**src/rtl/strap_seq_pkg.sv**
```systemverilog
package strap_seq_pkg;

    localparam int NUM_PINS   = 5;
    localparam int FS_W       = 3;
    localparam int PIN_FS_LSB = 0;
    localparam int PIN_MODE   = 3;
    localparam int PIN_SDSEL  = 4;

    typedef struct packed {
        logic [FS_W-1:0] fs;
        logic            mode;
        logic            sdsel;
    } straps_t;

    localparam straps_t STRAPS_CLEAR = '{fs: '0, mode: 1'b0, sdsel: 1'b0};

endpackage

```
**src/rtl/strap_window_timer.sv**
```systemverilog
module strap_window_timer #(
    parameter int WINDOW_CYC = 28636
) (
    input  logic clk,
    input  logic supply_ok,
    output logic last_cyc,
    output logic done
);

    localparam int CW = $clog2(WINDOW_CYC + 1);
    localparam logic [CW-1:0] LAST = CW'(WINDOW_CYC - 1);

    typedef struct packed {
        logic [CW-1:0] cnt;
        logic          done;
    } tmr_t;

    tmr_t tmr_d, tmr_q;

    always_comb begin
        tmr_d = tmr_q;
        if (!tmr_q.done) begin
            if (tmr_q.cnt == LAST) begin
                tmr_d.done = 1'b1;
            end else begin
                tmr_d.cnt = tmr_q.cnt + 1'b1;
            end
        end
    end

    always_ff @(posedge clk or negedge supply_ok) begin
        if (!supply_ok) begin
            tmr_q <= '0;
        end else begin
            tmr_q <= tmr_d;
        end
    end

    assign last_cyc = !tmr_q.done && (tmr_q.cnt == LAST);
    assign done     = tmr_q.done;

    // the window never runs past its last count
    a_r2_cnt_in_range: assert property (@(posedge clk) disable iff (!supply_ok)
        tmr_q.cnt <= LAST);

    // completion follows the last count of the window
    a_r2_done_after_last: assert property (@(posedge clk) disable iff (!supply_ok)
        $rose(tmr_q.done) |-> $past(tmr_q.cnt) == LAST);

    // completion is sticky until the supply drops
    a_r2_done_sticky: assert property (@(posedge clk) disable iff (!supply_ok)
        tmr_q.done |=> tmr_q.done);

endmodule

```
**src/rtl/strap_capture.sv**
```systemverilog
module strap_capture
    import strap_seq_pkg::*;
(
    input  logic                clk,
    input  logic                supply_ok,
    input  logic                capture,
    input  logic [NUM_PINS-1:0] pins,
    output straps_t             straps
);

    straps_t cap_d, cap_q;

    always_comb begin
        cap_d = cap_q;
        if (capture) begin
            cap_d.fs    = pins[PIN_FS_LSB +: FS_W];
            cap_d.mode  = pins[PIN_MODE];
            cap_d.sdsel = pins[PIN_SDSEL];
        end
    end

    always_ff @(posedge clk or negedge supply_ok) begin
        if (!supply_ok) begin
            cap_q <= STRAPS_CLEAR;
        end else begin
            cap_q <= cap_d;
        end
    end

    assign straps = cap_q;

    // without a capture strobe the latched levels do not move
    a_r4_hold_no_capture: assert property (@(posedge clk) disable iff (!supply_ok)
        !capture |=> $stable(cap_q));

endmodule

```
**src/rtl/freq_select.sv**
```systemverilog
module freq_select
    import strap_seq_pkg::*;
#(
    parameter bit HIGH_PERF = 1'b0
) (
    input  logic            clk,
    input  logic            supply_ok,
    input  logic            enable,
    input  logic            override,
    input  logic [FS_W-1:0] reg_code,
    input  logic [FS_W-1:0] strap_code,
    output logic [FS_W-1:0] code,
    output logic            changed,
    output logic            valid
);

    localparam logic [FS_W-1:0] TOP_CODE = FS_W'(3'b110);

    typedef struct packed {
        logic [FS_W-1:0] code;
        logic            changed;
        logic            valid;
    } fsel_t;

    fsel_t fsel_d, fsel_q;
    logic [FS_W-1:0] req;
    logic            allowed;

    assign req = override ? reg_code : strap_code;

    generate
        if (HIGH_PERF) begin : g_all_codes
            assign allowed = 1'b1;
        end else begin : g_std_codes
            assign allowed = (req != TOP_CODE);
        end
    endgenerate

    always_comb begin
        fsel_d         = fsel_q;
        fsel_d.changed = 1'b0;
        if (enable) begin
            fsel_d.valid = 1'b1;
            if (allowed) begin
                fsel_d.code    = req;
                fsel_d.changed = (req != fsel_q.code);
            end
        end
    end

    always_ff @(posedge clk or negedge supply_ok) begin
        if (!supply_ok) begin
            fsel_q <= '0;
        end else begin
            fsel_q <= fsel_d;
        end
    end

    assign code    = fsel_q.code;
    assign changed = fsel_q.changed;
    assign valid   = fsel_q.valid;

    // a pulse always marks a new code
    a_r9_pulse_means_change: assert property (@(posedge clk) disable iff (!supply_ok)
        fsel_q.changed |-> fsel_q.code != $past(fsel_q.code));

    // a code never moves silently
    a_r9_no_silent_change: assert property (@(posedge clk) disable iff (!supply_ok)
        !fsel_q.changed |-> $stable(fsel_q.code));

    // the standard build never presents the top code
    a_r8_top_code_blocked: assert property (@(posedge clk) disable iff (!supply_ok)
        !HIGH_PERF |-> fsel_q.code != TOP_CODE);

    // nothing is selected before the window closes
    a_r10_idle_before_enable: assert property (@(posedge clk) disable iff (!supply_ok)
        !fsel_q.valid |-> fsel_q.code == '0);

endmodule

```
**src/rtl/strap_sequencer.sv**
```systemverilog
module strap_sequencer
    import strap_seq_pkg::*;
#(
    parameter int WINDOW_CYC = 28636,
    parameter bit HIGH_PERF  = 1'b0
) (
    input  logic                clk,
    input  logic                supply_ok,
    input  logic [4:0]          pin_in,
    input  logic                cfg_override,
    input  logic [2:0]          cfg_sel,
    output logic [4:0]          pin_oe,
    output logic                strap_done,
    output logic [2:0]          strap_fs,
    output logic                strap_mode,
    output logic                strap_sdsel,
    output logic [2:0]          freq_sel,
    output logic                freq_chg,
    output logic                freq_valid
);

    logic    last_cyc;
    logic    done;
    straps_t straps;

    strap_window_timer #(.WINDOW_CYC(WINDOW_CYC)) u_timer (
        .clk       (clk),
        .supply_ok (supply_ok),
        .last_cyc  (last_cyc),
        .done      (done)
    );

    strap_capture u_capture (
        .clk       (clk),
        .supply_ok (supply_ok),
        .capture   (last_cyc),
        .pins      (pin_in),
        .straps    (straps)
    );

    freq_select #(.HIGH_PERF(HIGH_PERF)) u_fsel (
        .clk        (clk),
        .supply_ok  (supply_ok),
        .enable     (done),
        .override   (cfg_override),
        .reg_code   (cfg_sel),
        .strap_code (straps.fs),
        .code       (freq_sel),
        .changed    (freq_chg),
        .valid      (freq_valid)
    );

    assign pin_oe      = {NUM_PINS{done}};
    assign strap_done  = done;
    assign strap_fs    = straps.fs;
    assign strap_mode  = straps.mode;
    assign strap_sdsel = straps.sdsel;

    // captured levels equal the pins at the closing edge
    a_r3_capture_map: assert property (@(posedge clk) disable iff (!supply_ok)
        $rose(done) |-> (straps.fs == $past(pin_in[2:0])) && (straps.mode == $past(pin_in[3]))
                        && (straps.sdsel == $past(pin_in[4])));

    // straps are frozen once captured
    a_r4_straps_frozen: assert property (@(posedge clk) disable iff (!supply_ok)
        done && $past(done) |-> $stable(straps));

    // selection becomes valid one edge after the window closes
    a_r6_valid_follows_done: assert property (@(posedge clk) disable iff (!supply_ok)
        $rose(done) |=> freq_valid);

endmodule

```
**config.mk**
```make
export PLATFORM = sky130hd
export DESIGN_NAME = strap_sequencer
export DESIGN_NICKNAME = d
export VERILOG_FILES = /design/src/rtl/strap_seq_pkg.sv /design/src/rtl/strap_window_timer.sv /design/src/rtl/strap_capture.sv /design/src/rtl/freq_select.sv /design/src/rtl/strap_sequencer.sv
export SDC_FILE = /design/constraint.sdc
export NUM_CORES = 1
export LEC_CHECK = 0
export BUFFER_PORTS_ARGS = -buffer_cell sky130_fd_sc_hd__buf_4
export CAP_MARGIN = 20
export CORE_MARGIN = 5
export CORE_UTILIZATION = 35
export DETAILED_ROUTE_END_ITERATION = 7
export GPL_TIMING_DRIVEN = 0
export PLACE_DENSITY = 0.68
export SYNTH_ARGS = -nofsm -noshare
export SYNTH_HDL_FRONTEND = slang
export SYNTH_SLANG_ARGS = --single-unit
```
**constraint.sdc**
```tcl
create_clock -name clk -period 1.52 [get_ports clk]
set_input_delay 0.304 -clock clk [delete_from_list [all_inputs] [get_ports clk]]
set_output_delay 0.304 -clock clk [all_outputs]
set_load 0.05 [all_outputs]
```
==> impl_metrics.json <==
{
  "synth_edf_count": 0,
  "clkSinkCount": 26,
  "fmax_mhz": 591.5,
  "finalCriticalPeriod_ns": 1.691,
  "power_density_mw_per_mm2": 659.9,
  "place.gp.congestion": 0.7378,
  "cpPeakStageDelay_ns": 0.42,
  "io_pins": 27,
  "finalSetupViolCount": 12,
  "numCtsBuffers": 3,
  "fin_crit_sh_pct": 111.2,
  "track_usage_pct": 11.14,
  "cts_max_level": 1,
  "yosys_warnings": 0,
  "slew_viol_final": 0,
  "antenna_found_initial": 0,
  "worst_ir_drop_vdd_mv": 0.2871,
  "num_vias": 942,
  "finalWorstSetupSlack_ns": -0.1707,
  "path_buf_inv": 1,
  "hold_viol_final": 0,
  "power.internal_mw": 0.8665,
  "seqPwrFrac_pct": 61.7,
  "worstRegToRegCells": 6,
  "dr.pass1.iters": 4,
  "r2r_start": "u_timer.tmr_q[1]",
  "io_buffers": 25,
  "ys_types": 33,
  "grt_pass1_wl_um": 4367,
  "drc": 0,
  "routed_via_density": 4.881,
  "synthFlopType": "dfrtp_1",
  "drive_gt1_share_pct": 43.54,
  "min_from": "pin_in[4]",
  "synth_top_area_share_pct": 52.05,
  "crit_arrival_ns": 1.93,
  "routedWlPerCell_um": 14.73,
  "cp_slowest_cell": "dfrtp_1",
  "utilization_pct": 50.31,
  "drt-total-wl_um": 2843,
  "syn_area_per_cell_um2": 11.47,
  "whs_ns": 0.1824,
  "die_y_um": 69.76,
  "grt-ovfl-total": 0,
  "diodes": 0,
  "rr_endpoint": "u_capture.straps[4]",
  "syn_inst": 109,
  "path_clk_slew_ns": 0.15,
  "power.share.clock_pct": 33.3,
  "ant_nets": 0,
  "start_util_pct": 36.88,
  "fin_setup_tns_ns": -1.195,
  "clk_latency_ns": 0.34,
  "synthArstFlopShare_pct": 100.0,
  "timing.critical_path.cells": "ha_4 > nor2b_4 > and3b_2 > nor4b_4 > buf_6 > mux2_4",
  "die_w_um": 69.76,
  "layout.nets": 160,
  "rrSetupSlack_ns": -0.17,
  "grt_pass1_vias": 945,
  "end_kind": "register",
  "violations": "negative setup slack",
  "rows": 21,
  "p_comb_share_pct": 5.0,
  "grt_setup_unrepaired": "true",
  "cts.path.max_buffers": 2,
  "syn_area_mm2": 0.001250,
  "worstSetupPathType": "register to register",
  "dp_hpwl_um": 1819,
  "clockRootBuffer": "clkbuf_4",
  "p_leak_nw": 0.8715,
  "crit_path_max_fanout": 5,
  "ys_seq_area_share_pct": 52.05,
  "core_mm2": 0.003390,
  "place_ws_ns": -0.3663,
  "yosys_register_bits": 26,
  "p_total_mw": 1.125,
  "whs_path_depth": 2,
  "outcome": "finished with violations",
  "fin_skew_ns": 0.001711,
  "die_area_mm2": 0.004866,
  "cp_top_family": "simple AND/OR/NAND/NOR gates",
  "cts_tree": "yes",
  "syn_nets": 121,
  "drtIter0Drc": 62,
  "slew_headroom_pct": 65.85,
  "hold_class": "primary input to register",
  "grt_max_degree": 27,
  "start_kind": "register",
  "swShare_pct": 23.01,
  "synthToLayoutAreaGrowth_pct": 36.44,
  "min_to": "u_capture.straps[0]",
  "synth_area_leaders": "dfrtp_1, xor2_1, mux2_2",
  "yosys.area.top_type": "dfrtp_1",
  "tightest_slew_ns": 0.5043,
  "cp_data_required_time_ns": 1.76,
  "p_switching_mw": 0.2589,
  "max-cap-violations": 0
}
[power by group through the flow]
| stage | clock, mW | sequential, mW | combinational (mW) |
|---|---|---|---|
| 5_1_grt | 0.415 | 0.695 | 0.0630 |
| 3_5_place_dp | 0 | 0.708 | 0.0551 |
| 2_1_floorplan | 0 | 0.712 | 0.0138 |
| 6_report | 0.374 | 0.695 | 0.0563 |
| 4_1_cts | 0.378 | 0.695 | 0.0577 |
| 3_3_place_gp | 0 | 0.708 | 0.0535 |
[final cells by class]
cell class                      count  area, µm²
Buffer                              7      50.05
Clock buffer                        4      36.28
Fill cell                         294       1684
Inverter                            8      30.03
Multi-Input combinational cell     68      611.8
Sequential cell                    26      653.1
Tap cell                           46      57.56
Timing Repair Buffer               34      266.5
[sequential cells by signal, indices dropped and copies added, names as in the netlist]
signal	cells
u_timer.done	1
u_capture.straps	5
u_fsel.code	3
u_fsel.valid	1
u_timer.tmr_q	15
u_fsel.changed	1
[Yosys cell counts, types with 2 or more instances]
cell and count:
nor4_1 3, dfrtp_1 26, nor3_1 3, mux2i_1 5, inv_1 8, nor3b_1 2
nand3_1 5, nand2_1 6, nor2_1 5, mux2_2 6, xnor2_1 4, buf_4 5
xor2_1 11
[layer usage]
metal | GRT usage, % | wire length (µm) | share of wire, %
met4 | 6.383 | 69 | 2.4
met3 | 1.449 | 109 | 3.8
met5 | 0 | 0 | 0
met2 | 17.73 | 1408 | 50
met1 | 14.40 | 1256 | 44
[worst register-to-register path, cell delays in order, from the launching register on]
cell	delay [ns]
dfrtp_1	0.42
ha_4	0.15
nor2b_4	0.14
and3b_2	0.20
nor4b_4	0.20
buf_6	0.17
mux2_4	0.30
[worst max-delay path by stage]
stage,from,endpoint,slack [ns],cells past startpoint
4_1_cts,u_timer.tmr_q[1],u_capture.straps[4],-0.16,6
2_1_floorplan,u_timer.tmr_q[1],u_timer.tmr_q[2],-0.15,5
6_report,u_timer.tmr_q[1],u_capture.straps[4],-0.17,6
3_3_place_gp,u_timer.tmr_q[1],u_capture.straps[4],-0.30,5
3_5_place_dp,u_timer.tmr_q[1],u_capture.straps[2],-0.37,5
5_1_grt,u_timer.tmr_q[2],u_capture.straps[4],-0.25,6
[cells by family (layout without fill, tap and decap cells)]
group | Yosys count | after routing | synth area share, %
DFF | 26 | 26 | 52.05
AOI/OAI and AO/OA | 6 | 6 | 3.503
muxes | 11 | 11 | 9.409
xor gates and xnor gates | 15 | 15 | 10.51
and+or+nand+nor | 35 | 35 | 17.32
buffers and inverters | 15 | 53 | 6.206
adders and majority gates | 1 | 1 | 1.001
[through the flow]
| step | std cells | area, µm² |
|---|---|---|
| finish | 193 | 1705 |
| global route | 193 | 1705 |
| CTS | 191 | 1652 |
| detailed placement | 180 | 1498 |
| global placement | 180 | 1498 |
| floorplan | 109 | 1252 |
[cell usage in the layout (no fill, tap or decap), types with 2 or more instances in the layout]
cell type / synthesis / layout
xnor2_1: 4 / 4
xor2_1: 11 / 11
clkbuf_4: 0 / 3
nand3_1: 5 / 4
dfrtp_1: 26 / 24
nand2_1: 6 / 6
dfrtp_2: 0 / 2
nor3_1: 3 / 3
buf_4: 5 / 35
mux2_4: 0 / 6
inv_1: 8 / 8
buf_6: 0 / 3
mux2i_1: 5 / 5
nor2_1: 5 / 5
[timing repair]
action	CTS	global route
pin swaps	4	4
hold buffers	1	0
setup endpoints to repair	11	21
setup buffers	6	2
endpoints found under the hold margin	26	0
gates resized for setup	15	8
Power figures use the tool's default switching activity.
